--- config.mk ---
export PLATFORM = sky130hd
export DESIGN_NAME = sync_count_regs
export DESIGN_NICKNAME = d
export VERILOG_FILES = /design/src/rtl/sync_count_pkg.sv /design/src/rtl/sync_count_ctrl.sv /design/src/rtl/sync_count_dp.sv /design/src/rtl/sync_count_regs.sv
export SDC_FILE = /design/constraint.sdc
export NUM_CORES = 1
export LEC_CHECK = 0
export ABC_AREA = 1
export BUFFER_PORTS_ARGS = -buffer_cell sky130_fd_sc_hd__buf_2
export CORE_MARGIN = 1
export CORE_UTILIZATION = 25
export DETAILED_ROUTE_END_ITERATION = 6
export SYNTH_ARGS = -nofsm -noshare
export SYNTH_HDL_FRONTEND = slang
export SYNTH_SLANG_ARGS = --single-unit
export TNS_END_PERCENT = 20
--- constraint.sdc ---
create_clock -name clk -period 2.4 [get_ports clk]
set_input_delay 0.48 -clock clk [delete_from_list [all_inputs] [get_ports clk]]
set_output_delay 0.48 -clock clk [all_outputs]
set_load 0.005 [all_outputs]
--- src/rtl/sync_count_pkg.sv ---
package sync_count_pkg;

  // Source picked by the decoder for the next read-data word
  typedef enum logic [1:0] {
    SRC_ZERO = 2'd0,
    SRC_REV  = 2'd1,
    SRC_CNT  = 2'd2,
    SRC_HOLD = 2'd3
  } srcSel_e;

  // Encoding of the busSize input
  typedef enum logic [1:0] {
    SZ_BYTE = 2'd0,
    SZ_HALF = 2'd1,
    SZ_WORD = 2'd2,
    SZ_RSVD = 2'd3
  } accSize_e;

  // Strobes from decode control to the datapath
  typedef struct packed {
    srcSel_e src;
    logic    lowHalf;
    logic    capture;
    logic    err;
  } dpStrobe_t;

  localparam int          DATA_W   = 32;
  localparam logic [31:0] REV_CODE = 32'h0000_0021;

endpackage

--- src/rtl/sync_count_ctrl.sv ---
module sync_count_ctrl
  import sync_count_pkg::*;
#(
  parameter int ADDR_W  = 8,
  parameter int REV_OFS = 'h00,
  parameter int CNT_OFS = 'h10
) (
  input  logic [ADDR_W-1:0] busAddr,
  input  logic              busRd,
  input  logic              busWr,
  input  logic [1:0]        busSize,
  output dpStrobe_t         strb
);

  localparam int IDX_W = ADDR_W - 2;
  localparam logic [IDX_W-1:0] REV_IDX = IDX_W'(REV_OFS >> 2);
  localparam logic [IDX_W-1:0] CNT_IDX = IDX_W'(CNT_OFS >> 2);

  logic [IDX_W-1:0] wordIdx;
  logic             hitRev;
  logic             hitCnt;
  accSize_e         accSize;

  assign wordIdx = busAddr[ADDR_W-1:2];
  assign hitRev  = (wordIdx == REV_IDX);
  assign hitCnt  = (wordIdx == CNT_IDX);
  assign accSize = accSize_e'(busSize);

  always_comb begin
    strb = '{src: SRC_ZERO, lowHalf: 1'b0, capture: 1'b0, err: 1'b0};
    if (busWr) begin
      strb.err = 1'b1;
    end else if (busRd) begin
      unique case (accSize)
        SZ_WORD: begin
          if (busAddr[1:0] != 2'b00) strb.err = 1'b1;
          else if (hitRev)           strb.src = SRC_REV;
          else if (hitCnt)           strb.src = SRC_CNT;
          else                       strb.err = 1'b1;
        end
        SZ_HALF: begin
          if (busAddr[0] || !(hitRev || hitCnt)) begin
            strb.err = 1'b1;
          end else if (busAddr[1]) begin
            strb.src = SRC_HOLD;
          end else begin
            strb.src     = hitRev ? SRC_REV : SRC_CNT;
            strb.lowHalf = 1'b1;
            strb.capture = 1'b1;
          end
        end
        default: strb.err = 1'b1;
      endcase
    end
  end

endmodule

--- src/rtl/sync_count_dp.sv ---
module sync_count_dp
  import sync_count_pkg::*;
(
  input  logic              clk,
  input  logic              rstN,
  input  logic              tickEn,
  input  dpStrobe_t         strb,
  output logic [DATA_W-1:0] rdData,
  output logic              rdErr
);

  localparam int HALF_W = DATA_W / 2;

  logic [DATA_W-1:0] cntReg;
  logic [HALF_W-1:0] holdReg;
  logic [DATA_W-1:0] srcVal;

  always_comb begin
    unique case (strb.src)
      SRC_REV:  srcVal = REV_CODE;
      SRC_CNT:  srcVal = cntReg;
      SRC_HOLD: srcVal = {{HALF_W{1'b0}}, holdReg};
      default:  srcVal = '0;
    endcase
  end

  always_ff @(posedge clk) begin
    if (!rstN) begin
      cntReg  <= '0;
      holdReg <= '0;
      rdData  <= '0;
      rdErr   <= 1'b0;
    end else begin
      if (tickEn)       cntReg  <= cntReg + 1'b1;
      if (strb.capture) holdReg <= srcVal[DATA_W-1:HALF_W];
      rdErr  <= strb.err;
      rdData <= strb.lowHalf ? {{HALF_W{1'b0}}, srcVal[HALF_W-1:0]} : srcVal;
    end
  end

  // counter steps by one per tick and is otherwise frozen
  assert_cnt_step_R2: assert property (@(posedge clk) disable iff (!rstN)
    tickEn |=> cntReg == $past(cntReg) + 1'b1);
  assert_cnt_hold_R2: assert property (@(posedge clk) disable iff (!rstN)
    !tickEn |=> $stable(cntReg));
  // holding register only moves on a low-half capture
  assert_hold_only_low_R6: assert property (@(posedge clk) disable iff (!rstN)
    !strb.capture |=> $stable(holdReg));
  // an error cycle carries zero data
  assert_err_zero_data_R8: assert property (@(posedge clk) disable iff (!rstN)
    rdErr |-> rdData == '0);

endmodule

--- src/rtl/sync_count_regs.sv ---
module sync_count_regs
  import sync_count_pkg::*;
#(
  parameter int ADDR_W = 8
) (
  input  logic              clk,
  input  logic              rstN,
  input  logic              tickEn,
  input  logic [ADDR_W-1:0] busAddr,
  input  logic              busRd,
  input  logic              busWr,
  input  logic [1:0]        busSize,
  output logic [DATA_W-1:0] rdData,
  output logic              rdErr
);

  dpStrobe_t strb;

  sync_count_ctrl #(.ADDR_W(ADDR_W)) ctrl_i (
    .busAddr (busAddr),
    .busRd   (busRd),
    .busWr   (busWr),
    .busSize (busSize),
    .strb    (strb)
  );

  sync_count_dp dp_i (
    .clk    (clk),
    .rstN   (rstN),
    .tickEn (tickEn),
    .strb   (strb),
    .rdData (rdData),
    .rdErr  (rdErr)
  );

  // no strobe, quiet outputs next cycle
  assert_idle_quiet_R10: assert property (@(posedge clk) disable iff (!rstN)
    !(busRd || busWr) |=> (rdData == '0 && !rdErr));
  // every write is flagged
  assert_write_err_R8: assert property (@(posedge clk) disable iff (!rstN)
    busWr |=> rdErr);
  // revision word read
  assert_rev_word_R3: assert property (@(posedge clk) disable iff (!rstN)
    (busRd && !busWr && busSize == 2'd2 && busAddr == '0) |=> (rdData == REV_CODE && !rdErr));
  // byte and reserved widths are flagged
  assert_bad_width_R7: assert property (@(posedge clk) disable iff (!rstN)
    (busRd && (busSize == 2'd0 || busSize == 2'd3)) |=> rdErr);

endmodule

# Word-level counts from Yosys, hierarchy flattened
# Cells that the tools add are included.
# word_totals
in_bits	15
elab_cells	37
output_inout_bits	33
register_bits	81
# classes
addsub	1
n_eq_ne	6
bitwise_logic	1
reduce_logical	6
n_mux	18
# op_table
op	n
$pmux 32 s3	1
$add 32x1->32 const B	1
$mux 2	7
$mux 4	2
$eq 2x2->1 const B	3
$eq 6x3->1 const B	1
$logic_not 6->1	1
$mux 1	5
$mux 5	1
$eq 2x1->1 const B	2
$pmux 2 s2	1
$logic_or 1x1->1	2
$pmux 1 s2	1
$reduce_bool 2->1	1
$reduce_or 2->1	1
$logic_not 1->1	1
$not 1->1	1

# Logic depth before layout (Yosys ltp)
# Gate-level depths: netlist of run 1.
# depth
word_depth	10
depth_mapped	11
mapped_depth_nobuf	10

# Modules after synthesis
# Synthesis of run 1 repeated with hierarchy kept, for this count alone.
# unflattened
hier_cells	496
hier_area_um2	3616.0
# by_module_without_submodules
module	area_per_inst_um2	cells_each	n_inst
sync_count_dp	3394.5	460	1
sync_count_ctrl	221.5	36	1

# Worst setup path before layout of run 1
# OpenSTA, ideal clock, no wires.
# synth_timing
path_kind	input port to flip-flop
start	in busSize[0]
end	reg dp_i.rdData[10]
required_ns	2.330
arrival_ns	1.616
n_path_buf	1
setup_time_ns	0.070
path_slack_ns	0.713
cell_stages	7
path_cell_list	inv_1 > ha_1 > nand3b_1 > inv_1 > clkbuf_1 > nand4_1 > a21oi_1
# synth_between
elab_chain_cells	6
word_cells_on_any_way	9
# synth_rtl
item	line	source
start, declared	sync_count_regs.sv:12	input logic [1:0] busSize,
$eq 2x1->1 or $eq 2x2->1 (tied branches)	sync_count_ctrl.sv:34	unique case (accSize)
$pmux 2 s2 (*)	sync_count_ctrl.sv:34	
$mux 5 (*)	sync_count_ctrl.sv:33	end else if (busRd) begin
$mux 4 (*)	sync_count_ctrl.sv:31	if (busWr) begin
$eq 2x2->1 or $eq 2x1->1 (tied branches)	sync_count_dp.sv:19	unique case (strb.src)
$pmux 32 s3 (*)	sync_count_dp.sv:19	
end signal, assigned	sync_count_dp.sv:37	rdData <= strb.lowHalf ? {{HALF_W{1'b0}}, srcVal[HALF_W-1:0]} : srcVal;
end, declared	sync_count_dp.sv:8	output logic [DATA_W-1:0] rdData,
# Every way passes the cells marked *; elsewhere a longest branch is shown, timed or not.
# A chain may end at the register's enable or synchronous reset.

# Final worst setup path of run 1
# layout_timing
start	reg dp_i.cntReg[0]
end	reg dp_i.cntReg[26]
# layout_between
elab_chain_cells	1
# layout_rtl
item	line	source
start, declared	sync_count_dp.sv:14	logic [DATA_W-1:0] cntReg;
start signal, assigned	sync_count_dp.sv:34	if (tickEn) cntReg <= cntReg + 1'b1;
$add 32x1->32	sync_count_dp.sv:34	
# No other way between the ends.

==> results of run 1 <==
-- routing by layer --
metal,up-vias,global-route usage,wire (um)
met4,0,0.05183,165
met3,17,0.03346,599
li1,1743,-,-
met1,1488,0.1824,4483
met2,78,0.2110,4139
met5,-,0,0
-- report_power, final --
group	internal, uW	switching [uW]	leakage (uW)
Clock	1020	545	0.000163
Sequential	1350	4.67	0.000653
Combinational	29.9	70.1	0.000934
Total	2400	620	0.00175
-- through the flow --
step           area (um2)    util  power (uW)  std cells
2_1_floorplan        3618       -        1444        499
3_3_place_gp         4040  0.2888        1483        715
3_5_place_dp         4040  0.2888        1484        715
4_1_cts              4384  0.3134        3058        731
5_1_grt              4384  0.3134        3126        731
6_report             4384  0.3134        3020        731
-- critical path, delay by kind of cell (launching register included) --
kind	cells	cell delay (ps)
buffers and inverters	1	50
DFF	1	400
AOI/OAI and AO/OA	1	150
and+or+nand+nor	5	810
adders and majority gates	1	230
-- registers in the layout, summed over array words and instances, names as in the netlist --
register	cells
dp_i.cntReg	32
dp_i.holdReg	16
dp_i.rdData	32
dp_i.rdErr	1
-- cells in the final DEF (no fill, tap or decap), types with 2 or more instances in the layout --
master / netlist / routed
sky130_fd_sc_hd__a21oi_1: 30 / 30
sky130_fd_sc_hd__buf_2: 6 / 47
sky130_fd_sc_hd__buf_4: 2 / 9
sky130_fd_sc_hd__bufinv_16: 0 / 3
sky130_fd_sc_hd__clkbuf_16: 0 / 9
sky130_fd_sc_hd__dfxtp_1: 81 / 81
sky130_fd_sc_hd__ha_1: 3 / 3
sky130_fd_sc_hd__inv_1: 39 / 39
sky130_fd_sc_hd__inv_2: 5 / 5
sky130_fd_sc_hd__nand2_1: 110 / 110
sky130_fd_sc_hd__nand2_2: 3 / 3
sky130_fd_sc_hd__nand3_1: 36 / 36
sky130_fd_sc_hd__nand4_1: 41 / 41
sky130_fd_sc_hd__nor2_1: 70 / 70
sky130_fd_sc_hd__nor2_2: 7 / 7
sky130_fd_sc_hd__nor2_4: 2 / 2
sky130_fd_sc_hd__nor3_1: 22 / 22
sky130_fd_sc_hd__o21a_1: 2 / 2
sky130_fd_sc_hd__o21ai_0: 8 / 8
sky130_fd_sc_hd__xnor2_1: 2 / 2
sky130_fd_sc_hd__xor2_1: 7 / 7
-- cell usage after synthesis, drive strengths merged (3+ instances only) --
| cell type | n |
|---|---|
| dfxtp | 81 |
| nor2 | 80 |
| nor3 | 22 |
| nand4 | 41 |
| nand3 | 37 |
| ha | 3 |
| a21oi | 30 |
| inv | 44 |
| clkbuf | 10 |
| o21ai | 9 |
| buf | 10 |
| nand2 | 114 |
| xor2 | 7 |
-- final timing paths --
check	start	slack, ps	cells past startpoint	to
setup reg to reg	dp_i.cntReg[0]	640	8	dp_i.cntReg[26]
hold reg to reg	dp_i.holdReg[3]	450	2	dp_i.holdReg[3]
setup / recovery	dp_i.cntReg[0]	640	8	dp_i.cntReg[26]
hold / removal	busRd	450	3	dp_i.rdErr
-- cells by family (layout without fill, tap and decap cells) --
kind of cell,after synthesis,count (layout)
AOI/OAI and AO/OA,43,43
adders and majority gates,3,3
DFF,81,81
xor gates and xnor gates,9,9
buffers and inverters,65,117
and+or+nand+nor,298,298
-- layout make-up --
class	count	share of cell area
Multi-Input combinational cell	353	0.3927
Sequential cell	81	0.3699
Timing Repair Buffer	56	0.06906
Clock buffer	10	0.05223
Tap cell	180	0.05137
Inverter	45	0.03853
Clock inverter	6	0.02626
==> impl_metrics.prom, run 1 <==
# TYPE chip_impl_metric gauge
chip_impl_metric{name="nFillCells",unit=""} 1557
chip_impl_info{name="synth.top_cells.by_area",value="sky130_fd_sc_hd__dfxtp_1 45%, sky130_fd_sc_hd__nand2_1 11%, sky130_fd_sc_hd__nor2_1 7.3%"} 1
chip_impl_metric{name="setup_tns",unit="ps"} 0
chip_impl_info{name="timing.critical_path.mode_cell",value="sky130_fd_sc_hd__nor2_1"} 1
chip_impl_metric{name="drive_gt1_frac",unit=""} 0.1670
chip_impl_metric{name="drcViolationCount",unit=""} 0
chip_impl_metric{name="clkTransAtPathRegs",unit="ps"} 60
chip_impl_info{name="outcome",value="completed"} 1
chip_impl_metric{name="timing.final.crit_share",unit=""} 0.7328
chip_impl_metric{name="timing.final.ws_setup",unit="ps"} 641.2
chip_impl_metric{name="report.final.hold_viol_count",unit=""} 0
chip_impl_metric{name="wl_per_cell",unit="um"} 12.84
chip_impl_metric{name="initial_utilization",unit=""} 0.2587
chip_impl_metric{name="post_synth_xor_area_fraction",unit=""} 0.02178
chip_impl_info{name="worstSetupEndpointType",value="register"} 1
chip_impl_metric{name="mean_instance_size_in_the_synthesized_netlist",unit="um2"} 7.251
chip_impl_metric{name="multiInputGateArea",unit="um2"} 1722
chip_impl_info{name="synth_area_leader_cell",value="sky130_fd_sc_hd__dfxtp_1"} 1
chip_impl_metric{name="final.min_clock_period",unit="ps"} 1759
chip_impl_metric{name="simple_gate_share_of_the_synthesized_area",unit=""} 0.3817
chip_impl_metric{name="drtPass1Iterations",unit=""} 4
chip_impl_metric{name="vdd.ir_drop.worst",unit="mV"} 0.3289
chip_impl_metric{name="critical_path.max_fanout",unit=""} 5
chip_impl_metric{name="io_buffers",unit=""} 47
chip_impl_metric{name="routed-via-count",unit=""} 3326
chip_impl_metric{name="maximum_number_of_pins_on_one_net_before_global_route_repair",unit=""} 36
chip_impl_info{name="crit_chain",value="ha_1 -> inv_1 -> nor3_1 -> nand2_1 -> nor2_1 -> nand3_1 -> o21ai_1 -> nor2_1"} 1
chip_impl_metric{name="die_area",unit="um2"} 14960
chip_impl_metric{name="number_of_enable_flip_flop_cells_after_synthesis",unit=""} 0
chip_impl_metric{name="diodes",unit=""} 0
chip_impl_metric{name="chipWidth",unit="um"} 122.3
chip_impl_metric{name="maxCapViolations",unit=""} 0
chip_impl_metric{name="finalWeightedCongestion",unit=""} 0.8108
chip_impl_metric{name="fp.dieH",unit="um"} 122.3
chip_impl_info{name="synth_top_flop_cell",value="sky130_fd_sc_hd__dfxtp_1"} 1
chip_impl_metric{name="placement_rows",unit=""} 43
chip_impl_metric{name="numClockSinks",unit=""} 81
chip_impl_metric{name="synth_mux_area_frac",unit=""} 0
chip_impl_metric{name="cts_setup_buffers",unit=""} 0
chip_impl_metric{name="synth_cells",unit=""} 499
chip_impl_metric{name="wire_length_of_the_first_global_routing_pass",unit="mm"} 15.76
chip_impl_metric{name="drt_wl_total",unit="mm"} 9.387
chip_impl_metric{name="maxClockFrequency",unit="MHz"} 568.6
chip_impl_metric{name="syn_area",unit="um2"} 3618
chip_impl_metric{name="synth-warning-count",unit=""} 0
chip_impl_metric{name="setup_viol",unit=""} 0
chip_impl_metric{name="grt_pass1_vias",unit=""} 3134
chip_impl_metric{name="arrival",unit="ps"} 1990
chip_impl_metric{name="synth-seq-area-share",unit=""} 0.4481
chip_impl_metric{name="ff_latch_area",unit="um2"} 1622
chip_impl_info{name="setup.worst_path.class",value="register to register"} 1
chip_impl_info{name="crit_path_top_delay_cell",value="sky130_fd_sc_hd__dfxtp_1"} 1
chip_impl_metric{name="synth.distinct_cells",unit=""} 33
chip_impl_metric{name="layout.nets",unit=""} 564
chip_impl_metric{name="power.leakage",unit="uW"} 0.001750
chip_impl_metric{name="via_count_normalized_by_instance_count",unit=""} 4.550
chip_impl_metric{name="aggregate_global_routing_overflow",unit=""} 0
chip_impl_info{name="cts.root.buffer_cell",value="sky130_fd_sc_hd__clkbuf_16"} 1
chip_impl_metric{name="clk_path_buf_depth",unit=""} 2
chip_impl_metric{name="synth_compound_area_frac",unit=""} 0.06189
chip_impl_info{name="cts_tree",value="built"} 1
chip_impl_info{name="timing.critical_path.from_type",value="register"} 1
chip_impl_metric{name="synth.net_count",unit=""} 517
chip_impl_metric{name="grt_usage",unit=""} 0.1366
chip_impl_metric{name="clock_tree.htree_level_count",unit=""} 3
chip_impl_metric{name="power.density",unit="nW/um2"} 688.9
chip_impl_metric{name="post-synth-top-area-fraction",unit=""} 0.4481
chip_impl_metric{name="tritoncts.num_buffers",unit=""} 9
chip_impl_metric{name="worst_ep_required_time",unit="ps"} 2630
chip_impl_metric{name="synth_adder_area_share",unit=""} 0.01037
chip_impl_metric{name="drv_slew",unit=""} 0
chip_impl_metric{name="place_hpwl",unit="mm"} 6.849
chip_impl_info{name="rsz0062_at_grt",value="no"} 1
chip_impl_metric{name="ys_seq_elements",unit=""} 81
chip_impl_metric{name="grt_antenna_before_repair",unit=""} 0
chip_impl_metric{name="area_growth",unit="%"} 21.16
chip_impl_metric{name="finalClockSkew",unit="ps"} 8.625
chip_impl_metric{name="whs",unit="ps"} 446.1
chip_impl_metric{name="pre_cts_ws",unit="ps"} 490.0
chip_impl_metric{name="max_slew_margin",unit=""} 0.7249
chip_impl_info{name="synth_top_family_by_area",value="simple AND/OR/NAND/NOR gates"} 1
chip_impl_metric{name="max_slew.worst_pin.slew",unit="ps"} 412.7
chip_impl_metric{name="cpPeakStageDelay",unit="ps"} 400
chip_impl_metric{name="cts.hold.buffers_added",unit=""} 0
chip_impl_metric{name="postRouteAntennaNets",unit=""} 0
chip_impl_metric{name="ys_async_sr_fraction",unit=""} 0
chip_impl_metric{name="worst_skew_pair.late_latency",unit="ps"} 340
chip_impl_metric{name="core",unit="um2"} 13990
chip_impl_metric{name="top_level_ports",unit=""} 48
chip_impl_metric{name="drt_first_iter_violations",unit=""} 222
chip_impl_info{name="timing.hold.worst.class",value="input pin to register"} 1
chip_impl_metric{name="cts-resized-gates",unit=""} 0
Power figures use the tool's default switching activity.
==> run 2: changes to the inputs <==
==> constraint.sdc (replaced) <==
create_clock -name clk -period 1.8 [get_ports clk]
set_input_delay 0.36 -clock clk [delete_from_list [all_inputs] [get_ports clk]]
set_output_delay 0.36 -clock clk [all_outputs]
set_load 0.005 [all_outputs]
==> run 2 against run 1 <==
  * Global-route usage grew 0.38 points
  * Cell count grew 2.5%
  * Worst setup slack lost 420 ps
  * Clock power grew 22%
  * Clock skew is essentially flat
  * Non-clock buffer count grew 18
  * Sequential cell count is the same
  * Register-to-register slack lost 420 ps
  * Maximum frequency grew 12%
==> impl_metrics.prom, run 2 (synthesis results as in run 1) <==
# TYPE chip_impl_metric gauge
chip_impl_metric{name="drt_first_iter_violations",unit=""} 274
chip_impl_metric{name="worst_ep_required_time",unit="ps"} 2040
chip_impl_info{name="rsz0062_at_grt",value="yes"} 1
chip_impl_metric{name="drt_wl_total",unit="mm"} 9.649
chip_impl_metric{name="postRouteAntennaNets",unit=""} 0
chip_impl_metric{name="regToRegSetupSlack",unit="ps"} 220
chip_impl_info{name="largest_registers",value="dp_i.cntReg x32, dp_i.rdData x32, dp_i.holdReg x16"} 1
chip_impl_metric{name="numClockSinks",unit=""} 81
chip_impl_metric{name="fp.dieH",unit="um"} 122.3
chip_impl_info{name="critical_path.reg2reg.endpoint",value="dp_i.cntReg[20]"} 1
chip_impl_metric{name="routed-via-count",unit=""} 3370
chip_impl_metric{name="grt_usage",unit=""} 0.1404
chip_impl_metric{name="max_slew_margin",unit=""} 0.7298
chip_impl_info{name="outcome",value="completed"} 1
chip_impl_metric{name="grt_antenna_before_repair",unit=""} 0
chip_impl_info{name="most-common-layout-cells",value="110 x sky130_fd_sc_hd__nand2_1, 81 x sky130_fd_sc_hd__dfxtp_1, 69 x sky130_fd_sc_hd__nor2_1, 47 x sky130_fd_sc_hd__buf_2, 41 x sky130_fd_sc_hd__nand4_1"} 1
chip_impl_metric{name="setup_viol",unit=""} 0
chip_impl_metric{name="cts_setup_buffers",unit=""} 0
chip_impl_metric{name="timing.final.crit_share",unit=""} 0.8756
chip_impl_metric{name="core",unit="um2"} 13990
chip_impl_metric{name="initial_utilization",unit=""} 0.2587
chip_impl_metric{name="critical_path.max_fanout",unit=""} 5
chip_impl_metric{name="clock_tree.htree_level_count",unit=""} 3
chip_impl_info{name="worst_setup_path_endpoint",value="dp_i.cntReg[20]"} 1
chip_impl_metric{name="chipWidth",unit="um"} 122.3
chip_impl_metric{name="aggregate_global_routing_overflow",unit=""} 0
chip_impl_metric{name="clk_path_buf_depth",unit=""} 2
chip_impl_metric{name="detailed_place.area",unit="um2"} 4188
chip_impl_info{name="cp-startpoint",value="dp_i.cntReg[8]"} 1
chip_impl_info{name="reg2reg_from",value="dp_i.cntReg[8]"} 1
chip_impl_metric{name="maxCapViolations",unit=""} 0
chip_impl_metric{name="drtPass1Iterations",unit=""} 4
chip_impl_info{name="cts_tree",value="built"} 1
chip_impl_metric{name="power.density",unit="nW/um2"} 858.4
chip_impl_metric{name="finish.instance_area",unit="um2"} 4509
chip_impl_info{name="timing.critical_path.from_type",value="register"} 1
chip_impl_metric{name="die_area",unit="um2"} 14960
chip_impl_metric{name="layout.nets",unit=""} 582
chip_impl_metric{name="cts-resized-gates",unit=""} 0
chip_impl_metric{name="fin_util",unit=""} 0.3224
chip_impl_metric{name="placed_cells",unit=""} 733
chip_impl_metric{name="diodes",unit=""} 0
chip_impl_info{name="final_common_cell",value="sky130_fd_sc_hd__nand2_1"} 1
chip_impl_metric{name="top_level_ports",unit=""} 48
chip_impl_metric{name="maximum_number_of_pins_on_one_net_before_global_route_repair",unit=""} 36
chip_impl_metric{name="grt_pass1_vias",unit=""} 3160
chip_impl_metric{name="power.leakage",unit="uW"} 0.001838
chip_impl_info{name="timing.critical_path.mode_cell",value="sky130_fd_sc_hd__nand2_1"} 1
chip_impl_metric{name="stdcell_count",unit=""} 749
chip_impl_info{name="worstSetupEndpointType",value="register"} 1
chip_impl_metric{name="finalWeightedCongestion",unit=""} 0.8621
chip_impl_info{name="cts.root.buffer_cell",value="sky130_fd_sc_hd__clkbuf_16"} 1
chip_impl_metric{name="drive_gt1_frac",unit=""} 0.1986
chip_impl_metric{name="via_count_normalized_by_instance_count",unit=""} 4.499
chip_impl_info{name="timing.hold.worst.class",value="input pin to register"} 1
chip_impl_metric{name="worst_r2r_path_depth",unit=""} 9
chip_impl_info{name="setup.worst_path.class",value="register to register"} 1
chip_impl_metric{name="max_slew.worst_pin.slew",unit="ps"} 405.3
chip_impl_metric{name="drv_slew",unit=""} 0
chip_impl_info{name="crit_chain",value="nand2_1 -> nor2_2 -> nand4_1 -> inv_1 -> nand3b_2 -> nor2_1 -> nand2_1 -> nand2_1 -> nor2_1"} 1
chip_impl_metric{name="vdd.ir_drop.worst",unit="mV"} 0.3824
chip_impl_metric{name="finalClockSkew",unit="ps"} 8.707
chip_impl_metric{name="place_hpwl",unit="mm"} 7.134
chip_impl_metric{name="cts.hold.buffers_added",unit=""} 0
chip_impl_metric{name="clkTransAtPathRegs",unit="ps"} 60
chip_impl_info{name="crit_path_top_delay_cell",value="sky130_fd_sc_hd__dfxtp_1"} 1
chip_impl_metric{name="whs",unit="ps"} 316.8
chip_impl_metric{name="tritoncts.num_buffers",unit=""} 9
chip_impl_metric{name="area_growth",unit="%"} 24.62
chip_impl_metric{name="cpPeakStageDelay",unit="ps"} 370
chip_impl_metric{name="wl_per_cell",unit="um"} 12.88
chip_impl_metric{name="report.final.hold_viol_count",unit=""} 0
chip_impl_metric{name="drcViolationCount",unit=""} 0
chip_impl_metric{name="io_buffers",unit=""} 47
chip_impl_metric{name="worst_skew_pair.late_latency",unit="ps"} 350
chip_impl_metric{name="placement_rows",unit=""} 43
chip_impl_metric{name="arrival",unit="ps"} 1820
chip_impl_metric{name="final.min_clock_period",unit="ps"} 1576
chip_impl_metric{name="maxClockFrequency",unit="MHz"} 634.5
chip_impl_metric{name="wire_length_of_the_first_global_routing_pass",unit="mm"} 15.93
[run 2: worst min-delay path by stage]
stage | start | end | depth (start not counted)
after CTS | busRd | dp_i.rdErr | 3
after global routing | busRd | dp_i.rdErr | 3
after detailed placement | dp_i.holdReg[6] | dp_i.holdReg[6] | 2
after global placement | dp_i.holdReg[5] | dp_i.holdReg[5] | 2
after floorplan | dp_i.holdReg[5] | dp_i.holdReg[5] | 2
final | busWr | dp_i.rdErr | 3
[run 2: routing by layer]
metal,global-route usage,vias to the layer above,routed length [um]
met5,0,-,0
met4,0.05412,0,128
met3,0.03810,10,446
met2,0.2159,53,4243
met1,0.1858,1531,4831
li1,-,1776,-
[run 2: critical path, delay by kind of cell (launching register included)]
family / cells / cell delay [ps]
buf+inv: 1 / 120
flops: 1 / 370
simple gates: 8 / 980
[run 2: metrics by stage]
step | setup TNS [ps] | total power, uW | worst slack [ps]
4_1_cts | 0 | 3919 | 135.8
3_5_place_dp | 0 | 1990 | 11.52
6_report | 0 | 3871 | 223.9
2_1_floorplan | 0 | 1925 | 233.3
5_1_grt | -7.734 | 4009 | -7.734
3_3_place_gp | -12.37 | 1989 | -12.37
[run 2: power breakdown]
group          switching [uW]  internal (uW)
registers                2.58           1800
clock network             788           1130
logic                     100           50.7
total                     891           2980
[run 2: area by class of cell]
cell class	instances	area [um2]
clock buffers	10	239.0
well taps	180	225.2
flip-flops and latches	81	1622
clock inverters	6	75.07
inverters	45	168.9
multi-input cells	353	1729
fillers	1501	9479
repair buffers	74	450.4
==> run 3: changes to the inputs <==
--- a/config.mk
+++ b/config.mk
@@ -6,7 +6,7 @@
 export NUM_CORES = 1
 export LEC_CHECK = 0
 export ABC_AREA = 1
-export BUFFER_PORTS_ARGS = -buffer_cell sky130_fd_sc_hd__buf_2
+export BUFFER_PORTS_ARGS = -buffer_cell sky130_fd_sc_hd__clkbuf_2
 export CORE_MARGIN = 1
 export CORE_UTILIZATION = 25
 export DETAILED_ROUTE_END_ITERATION = 6
==> constraint.sdc (replaced) <==
create_clock -name clk -period 1.8 [get_ports clk]
set_input_delay 0.18 -clock clk [delete_from_list [all_inputs] [get_ports clk]]
set_output_delay 0.18 -clock clk [all_outputs]
set_load 0.005 [all_outputs]
==> run 3 against run 2 <==
  * Global-route usage is 0.48 points higher
  * Critical path type unchanged
  * Maximum frequency up 0.50%
  * Hold slack got worse by 200 ps
  * Clock skew increased by 2.8 ps
  * Via count grew 0.15%
  * Die area unchanged
==> impl_metrics.prom, run 3 (synthesis results as in run 1) <==
# TYPE chip_impl_metric gauge
chip_impl_info{name="outcome",value="completed"} 1
chip_impl_metric{name="worst_skew_pair.late_latency",unit="ps"} 350
chip_impl_metric{name="timing.final.crit_share",unit=""} 0.8713
chip_impl_metric{name="layout.nets",unit=""} 581
chip_impl_metric{name="cts.hold.buffers_added",unit=""} 0
chip_impl_metric{name="tritoncts.num_buffers",unit=""} 9
chip_impl_metric{name="finalClockSkew",unit="ps"} 11.54
chip_impl_metric{name="holdPathStages",unit=""} 3
chip_impl_metric{name="drt_first_iter_violations",unit=""} 336
chip_impl_metric{name="clock_tree.htree_level_count",unit=""} 3
chip_impl_info{name="setup.worst_path.class",value="register to register"} 1
chip_impl_metric{name="clkTransAtPathRegs",unit="ps"} 60
chip_impl_metric{name="diodes",unit=""} 0
chip_impl_metric{name="clk_path_buf_depth",unit=""} 2
chip_impl_info{name="cts.root.buffer_cell",value="sky130_fd_sc_hd__clkbuf_16"} 1
chip_impl_metric{name="chipWidth",unit="um"} 122.3
chip_impl_metric{name="drcViolationCount",unit=""} 0
chip_impl_metric{name="ff_latch_area",unit="um2"} 1622
chip_impl_metric{name="initial_utilization",unit=""} 0.2587
chip_impl_metric{name="maximum_number_of_pins_on_one_net_before_global_route_repair",unit=""} 36
chip_impl_metric{name="postRouteAntennaNets",unit=""} 0
chip_impl_metric{name="max_slew.worst_pin.slew",unit="ps"} 413.5
chip_impl_metric{name="drive_gt1_frac",unit=""} 0.1937
chip_impl_info{name="timing.critical_path.mode_cell",value="sky130_fd_sc_hd__nor3_1"} 1
chip_impl_info{name="cts_tree",value="built"} 1
chip_impl_metric{name="cts_setup_buffers",unit=""} 0
chip_impl_metric{name="vdd.ir_drop.worst",unit="mV"} 0.4606
chip_impl_metric{name="grt_usage",unit=""} 0.1452
chip_impl_metric{name="setup_tns",unit="ps"} 0
chip_impl_metric{name="routed-via-count",unit=""} 3375
chip_impl_metric{name="aggregate_global_routing_overflow",unit=""} 0
chip_impl_info{name="most-common-layout-cells",value="110 x sky130_fd_sc_hd__nand2_1, 81 x sky130_fd_sc_hd__dfxtp_1, 70 x sky130_fd_sc_hd__nor2_1, 47 x sky130_fd_sc_hd__clkbuf_2, 41 x sky130_fd_sc_hd__nand4_1"} 1
chip_impl_metric{name="numClockSinks",unit=""} 81
chip_impl_metric{name="maxClockFrequency",unit="MHz"} 637.6
chip_impl_metric{name="drtPass1Iterations",unit=""} 5
chip_impl_metric{name="grt_pass1_vias",unit=""} 3145
chip_impl_metric{name="via_count_normalized_by_instance_count",unit=""} 4.512
chip_impl_metric{name="finalWeightedCongestion",unit=""} 0.8461
chip_impl_metric{name="worst_r2r_path_depth",unit=""} 8
chip_impl_info{name="largest_registers",value="dp_i.cntReg x32, dp_i.rdData x32, dp_i.holdReg x16"} 1
chip_impl_metric{name="wire_length_of_the_first_global_routing_pass",unit="mm"} 16.44
chip_impl_metric{name="maxCapViolations",unit=""} 0
chip_impl_info{name="timing.critical_path.from_type",value="register"} 1
chip_impl_metric{name="placement_rows",unit=""} 43
chip_impl_metric{name="place_hpwl",unit="mm"} 7.202
chip_impl_metric{name="report.final.hold_viol_count",unit=""} 0
chip_impl_metric{name="top_level_ports",unit=""} 48
chip_impl_info{name="timing.hold.worst.class",value="input pin to register"} 1
chip_impl_metric{name="max_slew_margin",unit=""} 0.7244
chip_impl_metric{name="whs",unit="ps"} 118.2
chip_impl_info{name="crit_chain",value="ha_1 -> nand3_1 -> nor2_2 -> inv_2 -> nor2_4 -> nand2_1 -> nor3_1 -> nor3_1"} 1
chip_impl_metric{name="fp.dieH",unit="um"} 122.3
chip_impl_metric{name="core",unit="um2"} 13990
chip_impl_metric{name="wl_per_cell",unit="um"} 13.05
chip_impl_metric{name="cts-resized-gates",unit=""} 0
chip_impl_info{name="worstSetupEndpointType",value="register"} 1
chip_impl_metric{name="arrival",unit="ps"} 1790
chip_impl_metric{name="power.leakage",unit="uW"} 0.001786
chip_impl_info{name="rsz0062_at_grt",value="no"} 1
chip_impl_metric{name="critical_path.max_fanout",unit=""} 5
chip_impl_metric{name="worst_ep_required_time",unit="ps"} 2030
chip_impl_metric{name="nFillCells",unit=""} 1547
chip_impl_metric{name="grt_antenna_before_repair",unit=""} 0
chip_impl_metric{name="final.min_clock_period",unit="ps"} 1568
chip_impl_metric{name="die_area",unit="um2"} 14960
chip_impl_metric{name="cpPeakStageDelay",unit="ps"} 330
chip_impl_metric{name="multiInputGateArea",unit="um2"} 1722
chip_impl_metric{name="power.density",unit="nW/um2"} 852.8
chip_impl_metric{name="area_growth",unit="%"} 23.55
chip_impl_info{name="crit_path_top_delay_cell",value="sky130_fd_sc_hd__dfxtp_1"} 1
chip_impl_info{name="final_common_cell",value="sky130_fd_sc_hd__nand2_1"} 1
chip_impl_metric{name="io_buffers",unit=""} 47
chip_impl_metric{name="drt_wl_total",unit="mm"} 9.759
chip_impl_metric{name="setup_viol",unit=""} 0
chip_impl_metric{name="drv_slew",unit=""} 0
## run 3: changes by cell type in the layout (fill, tap and decap cells not counted)
cell,change
sky130_fd_sc_hd__buf_2,-47
sky130_fd_sc_hd__clkbuf_2,+47
sky130_fd_sc_hd__clkinvlp_4,+3
sky130_fd_sc_hd__clkinv_4,-2
sky130_fd_sc_hd__buf_12,-1
sky130_fd_sc_hd__clkbuf_8,-1
sky130_fd_sc_hd__inv_6,+1
sky130_fd_sc_hd__inv_8,-1
sky130_fd_sc_hd__nor2_1,+1
sky130_fd_sc_hd__nor2_2,-1
sky130_fd_sc_hd__nor3_1,+1
sky130_fd_sc_hd__nor3_2,-1
## run 3: path summary, 6_finish.rpt
check                                      from              end  slack [ps]
worst max-delay path             dp_i.cntReg[1]  dp_i.cntReg[18]         230
worst min-delay path                      busRd       dp_i.rdErr         120
worst min register to register  dp_i.holdReg[2]  dp_i.holdReg[2]         460
worst max register to register   dp_i.cntReg[1]  dp_i.cntReg[18]         230
## run 3: layout make-up
| class | count | area share |
|---|---|---|
| Multi-Input combinational cell | 353 | 0.3851 |
| Clock inverter | 7 | 0.01735 |
| Tap cell | 180 | 0.05038 |
| Sequential cell | 81 | 0.3627 |
| Timing Repair Buffer | 73 | 0.09628 |
| Clock buffer | 9 | 0.05038 |
| Inverter | 45 | 0.03778 |
## run 3: layer usage
layer  part of all wire  vias up  wire length, um  global-route usage
li1                   -     1778                -                   -
met1               0.50     1505             4918              0.2045
met2               0.43       81             4193              0.2086
met3              0.054       11              529             0.04647
met4              0.012        0              118             0.04345
met5                  0        -                0                   0
## run 3: critical path: cells and delay by family, from the launching register on
kind / cells / cell delay (ps)
flip-flops: 1 / 330
buffers and inverters: 1 / 70
adder cells (fa/ha/maj): 1 / 200
AND/OR/NAND/NOR: 6 / 840
## run 3: where the power goes
group / internal [uW] / switching (uW)
sequential: 1800 / 2.67
clock: 1080 / 784
combinational: 46.7 / 98.6
## run 3: per-stage QoR
stage / setup WS, ps / total power (uW) / std cells / utilization / cell area, um2
finish: 231.7 / 3812 / 748 / 0.3196 / 4471
global route: 20.93 / 3967 / 748 / 0.3196 / 4471
CTS: 231.1 / 3855 / 748 / 0.3196 / 4471
detailed placement: 173.1 / 1986 / 732 / 0.2979 / 4168
global placement: 159.7 / 1985 / 732 / 0.2979 / 4168
floorplan: 392.7 / 1925 / 499 / - / 3618
